===== src/rtl/adc_cap_pkg.sv =====
// Package: shared types for the serial converter capture controller.
// Assumes the power-level encoding is also used on the request port.
package adc_cap_pkg;

    typedef enum logic [1:0] {
        PWR_NORMAL  = 2'd0,
        PWR_PARTIAL = 2'd1,
        PWR_FULL    = 2'd2
    } pwr_mode_e;

    typedef enum logic [1:0] {
        SEQ_IDLE,
        SEQ_DECIDE,
        SEQ_FRAME,
        SEQ_RECOVER
    } seq_state_e;

    typedef enum logic [1:0] {
        ACT_CONVERT,
        ACT_SLEEP,
        ACT_WAKE
    } frame_act_e;

    // Map a raw request code onto a power level; unknown codes mean normal.
    function automatic pwr_mode_e decode_mode(input logic [1:0] code);
        case (code)
            2'd1:    return PWR_PARTIAL;
            2'd2:    return PWR_FULL;
            default: return PWR_NORMAL;
        endcase
    endfunction

endpackage


===== src/rtl/adc_frame_engine.sv =====
// Module: adc_frame_engine
// Runs one converter frame: it drops convert-start, toggles the serial clock
// every SCLK_HALF system cycles, and counts rising edges.
// A long frame makes LEAD_ZEROS+DATA_W+1 rising edges, releases convert-start
// after the second to last of them, and shifts data in from edge LEAD_ZEROS+2 on.
// A short frame makes SLEEP_EDGES rising edges and releases convert-start after the last.
// Assumes start_i is raised only while the engine is idle.
module adc_frame_engine #(
    parameter int SCLK_HALF   = 2,
    parameter int DATA_W      = 12,
    parameter int LEAD_ZEROS  = 3,
    parameter int SLEEP_EDGES = 3
) (
    input  logic              clk,
    input  logic              rst_n,
    input  logic              start_i,
    input  logic              short_i,
    input  logic              sdata_i,
    output logic              conv_n_o,
    output logic              sclk_o,
    output logic              done_o,
    output logic [DATA_W-1:0] data_o
);

    localparam int FRAME_EDGES = LEAD_ZEROS + DATA_W + 1;
    localparam int FIRST_CAP   = LEAD_ZEROS + 2;
    localparam int EW          = $clog2(FRAME_EDGES + 1);
    localparam int DIV_W       = $clog2(SCLK_HALF + 1);

    logic              active_q;
    logic              short_q;
    logic              sclk_q;
    logic              conv_n_q;
    logic              done_q;
    logic [DIV_W-1:0]  div_q;
    logic [EW-1:0]     edge_q;
    logic [DATA_W-1:0] shreg_q;

    logic              tick;
    logic [EW-1:0]     next_edge;
    logic [EW-1:0]     last_edge;
    logic [EW-1:0]     release_edge;

    // Half-period strobe and frame geometry for the current frame kind.
    always_comb begin
        tick         = active_q && (div_q == DIV_W'(SCLK_HALF - 1));
        next_edge    = edge_q + EW'(1);
        last_edge    = short_q ? EW'(SLEEP_EDGES) : EW'(FRAME_EDGES);
        release_edge = short_q ? EW'(SLEEP_EDGES) : EW'(FRAME_EDGES - 1);
    end

    // Frame sequencing: clock toggling, edge counting, data shifting, release.
    always_ff @(posedge clk) begin
        if (!rst_n) begin
            active_q <= 1'b0;
            short_q  <= 1'b0;
            sclk_q   <= 1'b0;
            conv_n_q <= 1'b1;
            done_q   <= 1'b0;
            div_q    <= '0;
            edge_q   <= '0;
            shreg_q  <= '0;
        end else begin
            done_q <= 1'b0;
            if (start_i && !active_q) begin
                active_q <= 1'b1;
                short_q  <= short_i;
                conv_n_q <= 1'b0;
                sclk_q   <= 1'b0;
                div_q    <= '0;
                edge_q   <= '0;
            end else if (active_q) begin
                if (tick) begin
                    div_q <= '0;
                    if (!sclk_q) begin
                        sclk_q <= 1'b1;
                        edge_q <= next_edge;
                        if (!short_q && next_edge >= EW'(FIRST_CAP))
                            shreg_q <= {shreg_q[DATA_W-2:0], sdata_i};
                    end else begin
                        sclk_q <= 1'b0;
                        if (edge_q == release_edge)
                            conv_n_q <= 1'b1;
                        if (edge_q == last_edge) begin
                            active_q <= 1'b0;
                            done_q   <= 1'b1;
                        end
                    end
                end else begin
                    div_q <= div_q + DIV_W'(1);
                end
            end
        end
    end

    assign conv_n_o = conv_n_q;
    assign sclk_o   = sclk_q;
    assign done_o   = done_q;
    assign data_o   = shreg_q;

    // the edge count never runs past the length of a long frame.
    a_r2_edge_bound: assert property (@(posedge clk) disable iff (!rst_n)
        edge_q <= EW'(FRAME_EDGES));

    // convert-start only falls when a frame was started.
    a_r2_fall_needs_start: assert property (@(posedge clk) disable iff (!rst_n)
        $fell(conv_n_q) |-> $past(start_i));

    // in a long frame, convert-start stays low until the release edge.
    a_r2_hold_low: assert property (@(posedge clk) disable iff (!rst_n)
        (active_q && !short_q && edge_q < EW'(FRAME_EDGES - 1)) |-> !conv_n_q);

    // with no frame running, the serial clock does not move.
    a_r9_idle_clock: assert property (@(posedge clk) disable iff (!rst_n)
        (!active_q && !start_i) |=> $stable(sclk_q));

endmodule


===== src/rtl/adc_recovery_timer.sv =====
// Module: adc_recovery_timer
// Counts a fixed wait of RECOV_CYC system cycles once start_i pulses.
// expired_o is high during the last cycle of the wait.
// Assumes RECOV_CYC >= 1 and that start_i does not repeat while counting.
module adc_recovery_timer #(
    parameter int RECOV_CYC = 100000
) (
    input  logic clk,
    input  logic rst_n,
    input  logic start_i,
    output logic expired_o
);

    localparam int CW = $clog2(RECOV_CYC + 1);

    logic [CW-1:0] cnt_q;
    logic          run_q;
    logic [CW-1:0] elapsed_q;

    // Countdown from the loaded wait length.
    always_ff @(posedge clk) begin
        if (!rst_n) begin
            cnt_q <= '0;
            run_q <= 1'b0;
        end else if (start_i) begin
            cnt_q <= CW'(RECOV_CYC - 1);
            run_q <= 1'b1;
        end else if (run_q) begin
            if (cnt_q == '0) run_q <= 1'b0;
            else             cnt_q <= cnt_q - CW'(1);
        end
    end

    assign expired_o = run_q && (cnt_q == '0);

    // Independent up-counter used only to check the length of the wait.
    always_ff @(posedge clk) begin
        if (!rst_n)        elapsed_q <= '0;
        else if (start_i)  elapsed_q <= '0;
        else if (run_q)    elapsed_q <= elapsed_q + CW'(1);
    end

    // the wait never ends before the full recovery length has passed.
    a_r8_full_wait: assert property (@(posedge clk) disable iff (!rst_n)
        expired_o |-> (elapsed_q == CW'(RECOV_CYC - 1)));

    // expiry is a single-cycle event.
    a_r8_expire_once: assert property (@(posedge clk) disable iff (!rst_n)
        (expired_o && !start_i) |=> !expired_o);

endmodule


===== src/rtl/adc_code_fmt.sv =====
// Module: adc_code_fmt
// Turns a captured offset-binary code into two's complement when asked,
// by inverting the MSB; otherwise passes the code through unchanged.
// Purely combinational.
module adc_code_fmt #(
    parameter int DATA_W = 12
) (
    input  logic [DATA_W-1:0] raw_i,
    input  logic              bipolar_i,
    output logic [DATA_W-1:0] code_o
);

    // Optional sign conversion of the sample.
    always_comb begin
        code_o = raw_i;
        if (bipolar_i)
            code_o[DATA_W-1] = ~raw_i[DATA_W-1];
    end

endmodule


===== src/rtl/adc_frame_ctrl.sv =====
// Module: adc_frame_ctrl (top)
// Serves host requests for a power level by chaining converter frames:
// conversion frames in normal mode, short frames to step down a level, and a
// full-length wake frame to step back up. After waking from the deepest
// level it waits for the reference to recover.
// Assumes the converter follows the frame rules built into adc_frame_engine.
module adc_frame_ctrl
    import adc_cap_pkg::*;
#(
    parameter int SCLK_HALF   = 2,
    parameter int DATA_W      = 12,
    parameter int LEAD_ZEROS  = 3,
    parameter int SLEEP_EDGES = 3,
    parameter int RECOV_CYC   = 100000
) (
    input  logic              clk,
    input  logic              rst_n,
    input  logic              req_i,
    input  logic [1:0]        req_mode_i,
    input  logic              req_bipolar_i,
    output logic              busy_o,
    output logic              conv_n_o,
    output logic              sclk_o,
    input  logic              sdata_i,
    output logic [DATA_W-1:0] sample_o,
    output logic              sample_valid_o,
    output logic [1:0]        pwr_mode_o
);

    seq_state_e        seq_q;
    pwr_mode_e         cur_q;
    pwr_mode_e         tgt_q;
    frame_act_e        act_q;
    frame_act_e        dec_act;
    logic              dec_done;
    logic              bip_q;
    logic              busy_q;
    logic              valid_q;
    logic              eng_start_q;
    logic              eng_short_q;
    logic [DATA_W-1:0] sample_q;

    logic              eng_done;
    logic [DATA_W-1:0] eng_data;
    logic [DATA_W-1:0] fmt_code;
    logic              tmr_start;
    logic              tmr_expired;

    adc_frame_engine #(
        .SCLK_HALF  (SCLK_HALF),
        .DATA_W     (DATA_W),
        .LEAD_ZEROS (LEAD_ZEROS),
        .SLEEP_EDGES(SLEEP_EDGES)
    ) u_engine (
        .clk      (clk),
        .rst_n    (rst_n),
        .start_i  (eng_start_q),
        .short_i  (eng_short_q),
        .sdata_i  (sdata_i),
        .conv_n_o (conv_n_o),
        .sclk_o   (sclk_o),
        .done_o   (eng_done),
        .data_o   (eng_data)
    );

    adc_recovery_timer #(
        .RECOV_CYC(RECOV_CYC)
    ) u_recover (
        .clk       (clk),
        .rst_n     (rst_n),
        .start_i   (tmr_start),
        .expired_o (tmr_expired)
    );

    adc_code_fmt #(
        .DATA_W(DATA_W)
    ) u_fmt (
        .raw_i     (eng_data),
        .bipolar_i (bip_q),
        .code_o    (fmt_code)
    );

    // Pick the next step from the present level and the requested one.
    always_comb begin
        dec_done = (cur_q == tgt_q) && (tgt_q != PWR_NORMAL);
        if (cur_q == tgt_q)
            dec_act = ACT_CONVERT;
        else if (cur_q == PWR_NORMAL || (cur_q == PWR_PARTIAL && tgt_q == PWR_FULL))
            dec_act = ACT_SLEEP;
        else
            dec_act = ACT_WAKE;
    end

    // Recovery starts when a wake frame from the deepest level completes.
    assign tmr_start = (seq_q == SEQ_FRAME) && eng_done &&
                       (act_q == ACT_WAKE) && (cur_q == PWR_FULL);

    // Request sequencer: accept, decide, run a frame, optionally recover.
    always_ff @(posedge clk) begin
        if (!rst_n) begin
            seq_q       <= SEQ_IDLE;
            cur_q       <= PWR_NORMAL;
            tgt_q       <= PWR_NORMAL;
            act_q       <= ACT_CONVERT;
            bip_q       <= 1'b0;
            busy_q      <= 1'b0;
            valid_q     <= 1'b0;
            eng_start_q <= 1'b0;
            eng_short_q <= 1'b0;
            sample_q    <= '0;
        end else begin
            valid_q     <= 1'b0;
            eng_start_q <= 1'b0;
            case (seq_q)
                SEQ_IDLE: begin
                    if (req_i) begin
                        tgt_q  <= decode_mode(req_mode_i);
                        bip_q  <= req_bipolar_i;
                        busy_q <= 1'b1;
                        seq_q  <= SEQ_DECIDE;
                    end
                end
                SEQ_DECIDE: begin
                    if (dec_done) begin
                        busy_q <= 1'b0;
                        seq_q  <= SEQ_IDLE;
                    end else begin
                        act_q       <= dec_act;
                        eng_start_q <= 1'b1;
                        eng_short_q <= (dec_act == ACT_SLEEP);
                        seq_q       <= SEQ_FRAME;
                    end
                end
                SEQ_FRAME: begin
                    if (eng_done) begin
                        case (act_q)
                            ACT_CONVERT: begin
                                sample_q <= fmt_code;
                                valid_q  <= 1'b1;
                                busy_q   <= 1'b0;
                                seq_q    <= SEQ_IDLE;
                            end
                            ACT_SLEEP: begin
                                cur_q <= (cur_q == PWR_PARTIAL) ? PWR_FULL : PWR_PARTIAL;
                                seq_q <= SEQ_DECIDE;
                            end
                            default: begin
                                cur_q <= PWR_NORMAL;
                                seq_q <= (cur_q == PWR_FULL) ? SEQ_RECOVER : SEQ_DECIDE;
                            end
                        endcase
                    end
                end
                default: begin
                    if (tmr_expired) seq_q <= SEQ_DECIDE;
                end
            endcase
        end
    end

    assign busy_o         = busy_q;
    assign sample_o       = sample_q;
    assign sample_valid_o = valid_q;
    assign pwr_mode_o     = cur_q;

    // a new sample is strobed only right after a frame completes.
    a_r3_valid_after_frame: assert property (@(posedge clk) disable iff (!rst_n)
        valid_q |-> $past(eng_done));

    // the valid strobe lasts one cycle.
    a_r3_valid_pulse: assert property (@(posedge clk) disable iff (!rst_n)
        valid_q |=> !valid_q);

    // the deepest level is entered only from partial power-down.
    a_r6_full_via_partial: assert property (@(posedge clk) disable iff (!rst_n)
        (cur_q == PWR_FULL && $past(cur_q) != PWR_FULL) |-> ($past(cur_q) == PWR_PARTIAL));

    // the serial clock is static while parked in a power-down level.
    a_r9_parked_clock: assert property (@(posedge clk) disable iff (!rst_n)
        (!busy_q && cur_q != PWR_NORMAL) |=> $stable(sclk_o));

    // a request made while busy leaves the requested level alone.
    a_r10_ignore_busy: assert property (@(posedge clk) disable iff (!rst_n)
        (req_i && busy_q) |=> (tgt_q == $past(tgt_q)));

endmodule


===== config.mk =====
export PLATFORM = sky130hd
export DESIGN_NAME = adc_frame_ctrl
export DESIGN_NICKNAME = d
export VERILOG_FILES = /design/src/rtl/adc_cap_pkg.sv /design/src/rtl/adc_frame_engine.sv /design/src/rtl/adc_recovery_timer.sv /design/src/rtl/adc_code_fmt.sv /design/src/rtl/adc_frame_ctrl.sv
export SDC_FILE = /design/constraint.sdc
export NUM_CORES = 1
export LEC_CHECK = 0
export BUFFER_PORTS_ARGS = -buffer_cell sky130_fd_sc_hd__buf_2
export CORE_ASPECT_RATIO = 2
export CORE_MARGIN = 2
export CORE_UTILIZATION = 59
export CTS_CLUSTER_DIAMETER = 40
export DETAILED_ROUTE_END_ITERATION = 8
export GPL_ROUTABILITY_DRIVEN = 0
export PLACE_DENSITY = 0.79
export SLEW_MARGIN = 20
export SYNTH_ARGS = -nofsm -noshare
export SYNTH_HDL_FRONTEND = slang
export SYNTH_SLANG_ARGS = --single-unit

===== constraint.sdc =====
create_clock -name clk -period 2.4 [get_ports clk]
set_input_delay 0.36 -clock clk [delete_from_list [all_inputs] [get_ports clk]]
set_output_delay 0.36 -clock clk [all_outputs]
set_load 0.02 [all_outputs]

==> results of run 1 <==
[worst paths after layout]
check,start,end,slack (ps),cells past startpoint
max,u_recover.cnt_q[3],seq_q[0],210,5
min,sdata_i,u_engine.data_o[0],270,3
max reg2reg,u_recover.cnt_q[3],seq_q[0],210,5
min reg2reg,sample_o[2],sample_o[2],460,2
[routing by layer]
layer | vias to the layer above | part of all wire [%] | GRT usage [%]
met5 | - | 0 | 0
met4 | 0 | 2.8 | 12.68
met3 | 14 | 2.0 | 5.714
met2 | 26 | 56 | 43.72
met1 | 1189 | 39 | 22.42
li1 | 1251 | - | -
[report_power, final]
part	total [W]	switching (W)	internal, W	leakage [nW]
clock	0.000888	0.000389	0.000499	0.0962
combinational	0.000291	0.000173	0.000118	0.726
sequential	0.00118	0.0000432	0.00114	0.533
[cell families after synthesis]
group           count (synthesis)  synth area share (%)
fa+ha+maj                       8                 3.357
mux                            15                 5.036
simple gates                  137                 23.16
xor+xnor                       16                 4.700
buf+inv                        30                 4.028
flops                          66                 44.31
compound gates                 71                 15.40
[per-stage QoR]
stage / area (um2) / worst slack, ps / std cells / hold WS, ps / util (%)
global route: 3367 / 105.6 / 431 / 256.7 / 69.21
finish: 3367 / 207.4 / 431 / 265.1 / 69.21
CTS: 3367 / 222.3 / 431 / 253.9 / 69.21
detailed placement: 3182 / 240.9 / 416 / 446.8 / 65.41
global placement: 3182 / 293.1 / 416 / 441.7 / 65.41
floorplan: 2982 / 332.7 / 343 / 428.6 / -
[flip-flops by register name, indices dropped and copies added (netlist names)]
signal             count
u_recover.cnt_q       17
seq_q                  2
u_engine.short_q       1
act_q                  1
u_engine.conv_n_o      1
u_engine.div_q         2
u_engine.data_o       12
u_engine.sclk_o        1
pwr_mode_o             2
sample_o              12
eng_start_q            1
busy_o                 1
u_engine.done_o        1
bip_q                  1
tgt_q                  2
eng_short_q            1
sample_valid_o         1
u_recover.run_q        1
u_engine.edge_q        5
u_engine.active_q      1
[critical path: cells and delay by family (launching register included)]
family          cells  cell delay (ps)
simple gates        2             1050
flops               1              360
compound gates      3              690
[cells in the final DEF (no fill, tap or decap), types with 9 or more instances in the layout]
master / instances
a21oi_1: 36
buf_2: 24
clkbuf_8: 10
dfxtp_1: 66
inv_1: 13
mux2i_1: 15
nand2_1: 54
nand3_1: 10
nor2_1: 28
o21ai_0: 9
[layout make-up]
type	instances	share of cell area, %
Multi-Input combinational cell	247	45.75
Inverter	13	1.449
Tap cell	57	2.118
Clock inverter	3	1.189
Clock buffer	12	4.311
Sequential cell	66	39.24
Timing Repair Buffer	33	5.946
==> flow_metrics.py, run 1 <==
metrics = {
    "synth": {
        "syn_area_per_cell_um2": 8.693,
        "synth.area.top_cells": "dfxtp_1 44%, nand2_1 6.8%, a21oi_1 6.0%",
        "yosys_warnings": 0,
        "yosysMostFrequentCell": "dfxtp_1",
        "synth_top_area_cell": "dfxtp_1",
        "ys_ff_latch": 66,
        "synth_edf_count": 0,
        "async_flop_share_pct": 0,
        "syn_area_mm2": 0.002982,
        "syn_inst": 343,
        "synth_commonest_cells": "66 x dfxtp_1, 54 x nand2_1, 36 x a21oi_1, 28 x nor2_1",
        "synth_fp_nets": 358,
        "ys_seq_area_share_pct": 44.31,
        "yosys.area.top_type_share_pct": 44.31,
        "ys_types": 50,
        "ys_dominant_reg_cell": "dfxtp_1",
    },
    "cells_and_area": {
        "nNetsFinal": 385,
        "nFillCells": 407,
        "antennaDiodeCount": 0,
        "drive_above_1_share_pct": 14.97,
        "regArea_mm2": 0.001321,
        "area_growth_pct": 12.92,
        "multiInputGateArea_mm2": 0.001540,
    },
    "grt": {
        "grt_max_degree": 25,
        "grt_remaining_overflow": 0,
        "antenna_found_initial": 0,
        "grt_pass1_vias": 2406,
        "grtUsageTotal_pct": 23.97,
        "grt_pass1_wl_um": 9984,
    },
    "clocking": {
        "cts_root_buffer": "clkbuf_8",
        "cts_sinks": 66,
        "cts_resized": 0,
        "htree_levels": 3,
        "cts_buffers": 9,
        "clkTransAtPathRegs_ps": 70,
        "cts_tree": "yes",
        "post_cts_buffers": 0,
        "hold_buffers": 0,
        "cts_buffer_depth": 2,
        "clock_latency_ps": 340,
    },
    "routing": {
        "vias": 2480,
        "wl_per_cell_um": 14.24,
        "drt-total-wl_um": 6137,
        "ant_nets": 0,
        "drt-initial-drc-count": 65,
        "dr.pass1.iters": 4,
        "drcViolationCount": 0,
        "viasPerCell": 5.754,
    },
    "sta": {
        "rsz0062_at_grt": "false",
        "fin_skew_ps": 5.603,
        "tns_ps": 0,
        "timing.final.crit_share_pct": 91.36,
        "maxSlewHeadroom_pct": 53.72,
        "period_needed_ps": 2193,
        "setup_viol": 0,
        "hold_violations": 0,
        "finalMaxSlewViolations": 0,
        "fmax_mhz": 456.1,
        "worstMarginPinSlew_ps": 689.6,
    },
    "worst_hold_path": {
        "hp-class": "input port to flip-flop",
    },
    "die": {
        "dieWidth_um": 54.27,
        "die_h_um": 104.5,
        "start_util_pct": 61.29,
        "rows": 36,
        "core_area_mm2": 0.004865,
        "pin_count": 25,
        "die_area_mm2": 0.005673,
    },
    "critical_path": {
        "cp-end-kind": "flip-flop",
        "cpMaxStageDelayCell": "or4_4",
        "crit_type": "flip-flop to flip-flop",
        "cp-start-kind": "flip-flop",
        "critical_path_arrival_ps": 2440,
        "critPathMaxFanout": 7,
        "cpPeakStageDelay_ps": 560,
        "path_cells": "or4_4 -> or3_1 -> o41ai_4 -> o2111ai_1 -> o31ai_1",
        "worstPathRequired_ps": 2650,
    },
    "flow_run": {
        "drv_cap": 0,
    },
    "power": {
        "p_leak_nw": 1.356,
        "power_w": 0.002363,
        "powerDensity_mw_per_mm2": 701.8,
        "ir_drop_mv": 0.5019,
    },
    "status": {
        "outcome": "complete, no violations",
    },
    "placement": {
        "port_buffers": 24,
        "place.detailed.hpwl_um": 4474,
    },
}
Power figures use the tool's default switching activity.
==> inputs of run 2 (changes only) <==
Settings changed: REMOVE_ABC_BUFFERS set to 1.
==> run 2 against run 1 <==
  * Via count rose by 1.1%
  * Worst setup slack worse by 30 ps
  * Utilization is 1.3 points higher
  * Sequential cell count unchanged
  * Register-to-register slack worse by 30 ps
  * Cell area increased by 1.9%
  * Wire length up 2.8%
  * Largest cell class unchanged
==> flow_metrics.py, run 2 (same netlist as run 1, synthesis figures left out) <==
metrics = {
    "grt": {
        "gr-usage-met1_pct": 25.64,
        "grt_pass1_vias": 2527,
        "grtUsageMet3_pct": 7.714,
        "met2_usage_pct": 45.70,
        "grt_remaining_overflow": 0,
        "grt_pass1_wl_um": 10710,
        "grt_max_degree": 25,
        "grtUsageTotal_pct": 25.64,
        "grt-busiest-layer": "met2",
        "antenna_found_initial": 0,
    },
    "sta": {
        "period_needed_ps": 2222,
        "finalMaxSlewViolations": 0,
        "setup_viol": 0,
        "fin_ws_ps": 177.7,
        "tns_ps": 0,
        "maxSlewHeadroom_pct": 55.25,
        "worstMarginPinSlew_ps": 654.3,
        "rsz0062_at_grt": "false",
        "timing.final.crit_share_pct": 92.59,
        "hold_violations": 0,
        "fmax_mhz": 450.0,
        "fin_skew_ps": 5.727,
    },
    "power": {
        "powerDensity_mw_per_mm2": 759.2,
        "intPower_w": 0.001975,
        "pwr-share-seq_pct": 45.5,
        "pwr-share-clk_pct": 43.0,
        "swShare_pct": 24.21,
        "p_leak_nw": 1.389,
        "power_frac_comb_pct": 11.5,
        "netSwitchingPower_w": 0.0006308,
        "ir_drop_mv": 0.7249,
    },
    "critical_path": {
        "path_cells": "or4_4 -> or3_1 -> o41ai_4 -> o2111ai_1 -> o31ai_1",
        "crit_path_start": "u_recover.cnt_q[3]",
        "r2r_setup_slack_ps": 180,
        "cp_top_family": "simple AND/OR/NAND/NOR gates",
        "worstPathRequired_ps": 2650,
        "r2r_cells": 5,
        "cpPeakStageDelay_ps": 570,
        "timing.critical_path.to": "seq_q[0]",
        "cp_num_buf_inv": 0,
        "crit_type": "flip-flop to flip-flop",
        "cp-start-kind": "flip-flop",
        "crit_cells": 5,
        "critPathMaxFanout": 7,
        "cpMaxStageDelayCell": "or4_4",
        "cp-end-kind": "flip-flop",
        "reg2reg_from": "u_recover.cnt_q[3]",
        "reg2reg_to": "seq_q[0]",
        "critical_path_arrival_ps": 2470,
    },
    "routing": {
        "wl_per_cell_um": 14.53,
        "dr.pass1.iters": 4,
        "drt-total-wl_um": 6307,
        "viasPerCell": 5.776,
        "drt-initial-drc-count": 44,
        "vias": 2507,
        "drcViolationCount": 0,
        "ant_nets": 0,
    },
    "die": {
        "dieWidth_um": 54.27,
        "core_area_mm2": 0.004865,
        "die_area_mm2": 0.005673,
        "pin_count": 25,
        "die_h_um": 104.5,
        "start_util_pct": 61.29,
        "rows": 36,
    },
    "clocking": {
        "cts_root_buffer": "clkbuf_8",
        "clkTransAtPathRegs_ps": 70,
        "cts_resized": 0,
        "post_cts_buffers": 0,
        "cts_sinks": 66,
        "cts_buffer_depth": 2,
        "cts_tree": "yes",
        "clock_latency_ps": 340,
        "cts_buffers": 9,
        "hold_buffers": 0,
        "htree_levels": 3,
    },
    "worst_hold_path": {
        "hp-class": "input port to flip-flop",
        "hp-start": "req_bipolar_i",
    },
    "cells_and_area": {
        "final_cell_mix": "66 x dfxtp_1, 54 x nand2_1, 36 x a21oi_1",
        "nNetsFinal": 388,
        "mostFrequentLayoutCell": "dfxtp_1",
        "area_growth_pct": 15.11,
        "largest_reg_flops": 17,
        "antennaDiodeCount": 0,
        "regMostFlops": "u_recover.cnt_q",
        "drive_above_1_share_pct": 16.18,
        "nFillCells": 406,
    },
    "placement": {
        "place.detailed.hpwl_um": 4627,
        "pre_cts_slack_ps": 213.9,
        "port_buffers": 24,
    },
    "flow_run": {
        "drv_cap": 0,
    },
    "status": {
        "outcome": "complete, no violations",
    },
}
[run 2: changes by cell type in the layout (fill, tap and decap cells not counted)]
cell        before  now
buf_12           1    0
buf_4            8   12
bufinv_16        1    3
clkbuf_1         2    0
clkinv_2         2    1
clkinvlp_4       0    1
[run 2: metal layers]
| metal | wire, um | share of wire, % |
|---|---|---|
| met1 | 2362 | 37 |
| met2 | 3605 | 57 |
| met3 | 220 | 3.5 |
| met4 | 119 | 1.9 |
| met5 | 0 | 0 |
[run 2: stage by stage]
| step | area, um2 | hold slack, ps | power (W) | cells | utilization [%] |
|---|---|---|---|---|---|
| 2_1_floorplan | 2910 | 428.6 | 0.001409 | 326 | - |
| 3_3_place_gp | 3192 | 438.7 | 0.001496 | 419 | 65.61 |
| 3_5_place_dp | 3192 | 445.6 | 0.001505 | 419 | 65.61 |
| 4_1_cts | 3432 | 265.7 | 0.002625 | 434 | 70.55 |
| 5_1_grt | 3432 | 258.7 | 0.002703 | 434 | 70.55 |
| 6_report | 3432 | 275.5 | 0.002606 | 434 | 70.55 |
[run 2: worst min-delay path, stage by stage]
cell,delay [ps]
buf_2,100
nand3_1,60
a21oi_1,50
[run 2: worst min path at each step]
stage	end	slack, ps	cells past startpoint
CTS	u_engine.data_o[0]	270	3
global route	u_engine.data_o[0]	260	3
detailed placement	sample_o[2]	450	2
global placement	sample_o[2]	440	2
floorplan	u_engine.div_q[1]	430	2
finish	bip_q	280	3
[run 2: power groups by stage]
stage	clock (W)	sequential (W)	combinational [W]
final	0.00112	0.00118	0.000301
after global routing	0.00119	0.00119	0.000327
after CTS	0.00114	0.00118	0.000301
after detailed placement	0	0.00121	0.000297
after global placement	0	0.00121	0.000290
after floorplan	0	0.00121	0.000198
[run 2: area by class of cell]
class                   instances  area (um2)  area share [%]
inverters                      13       48.80           1.422
clock inverters                 5       102.6           2.989
multi-input cells             247        1540           44.88
clock buffers                  10       137.6           4.010
flip-flops and latches         66        1321           38.50
repair buffers                 36       210.2           6.125
well taps                      57       71.32           2.078
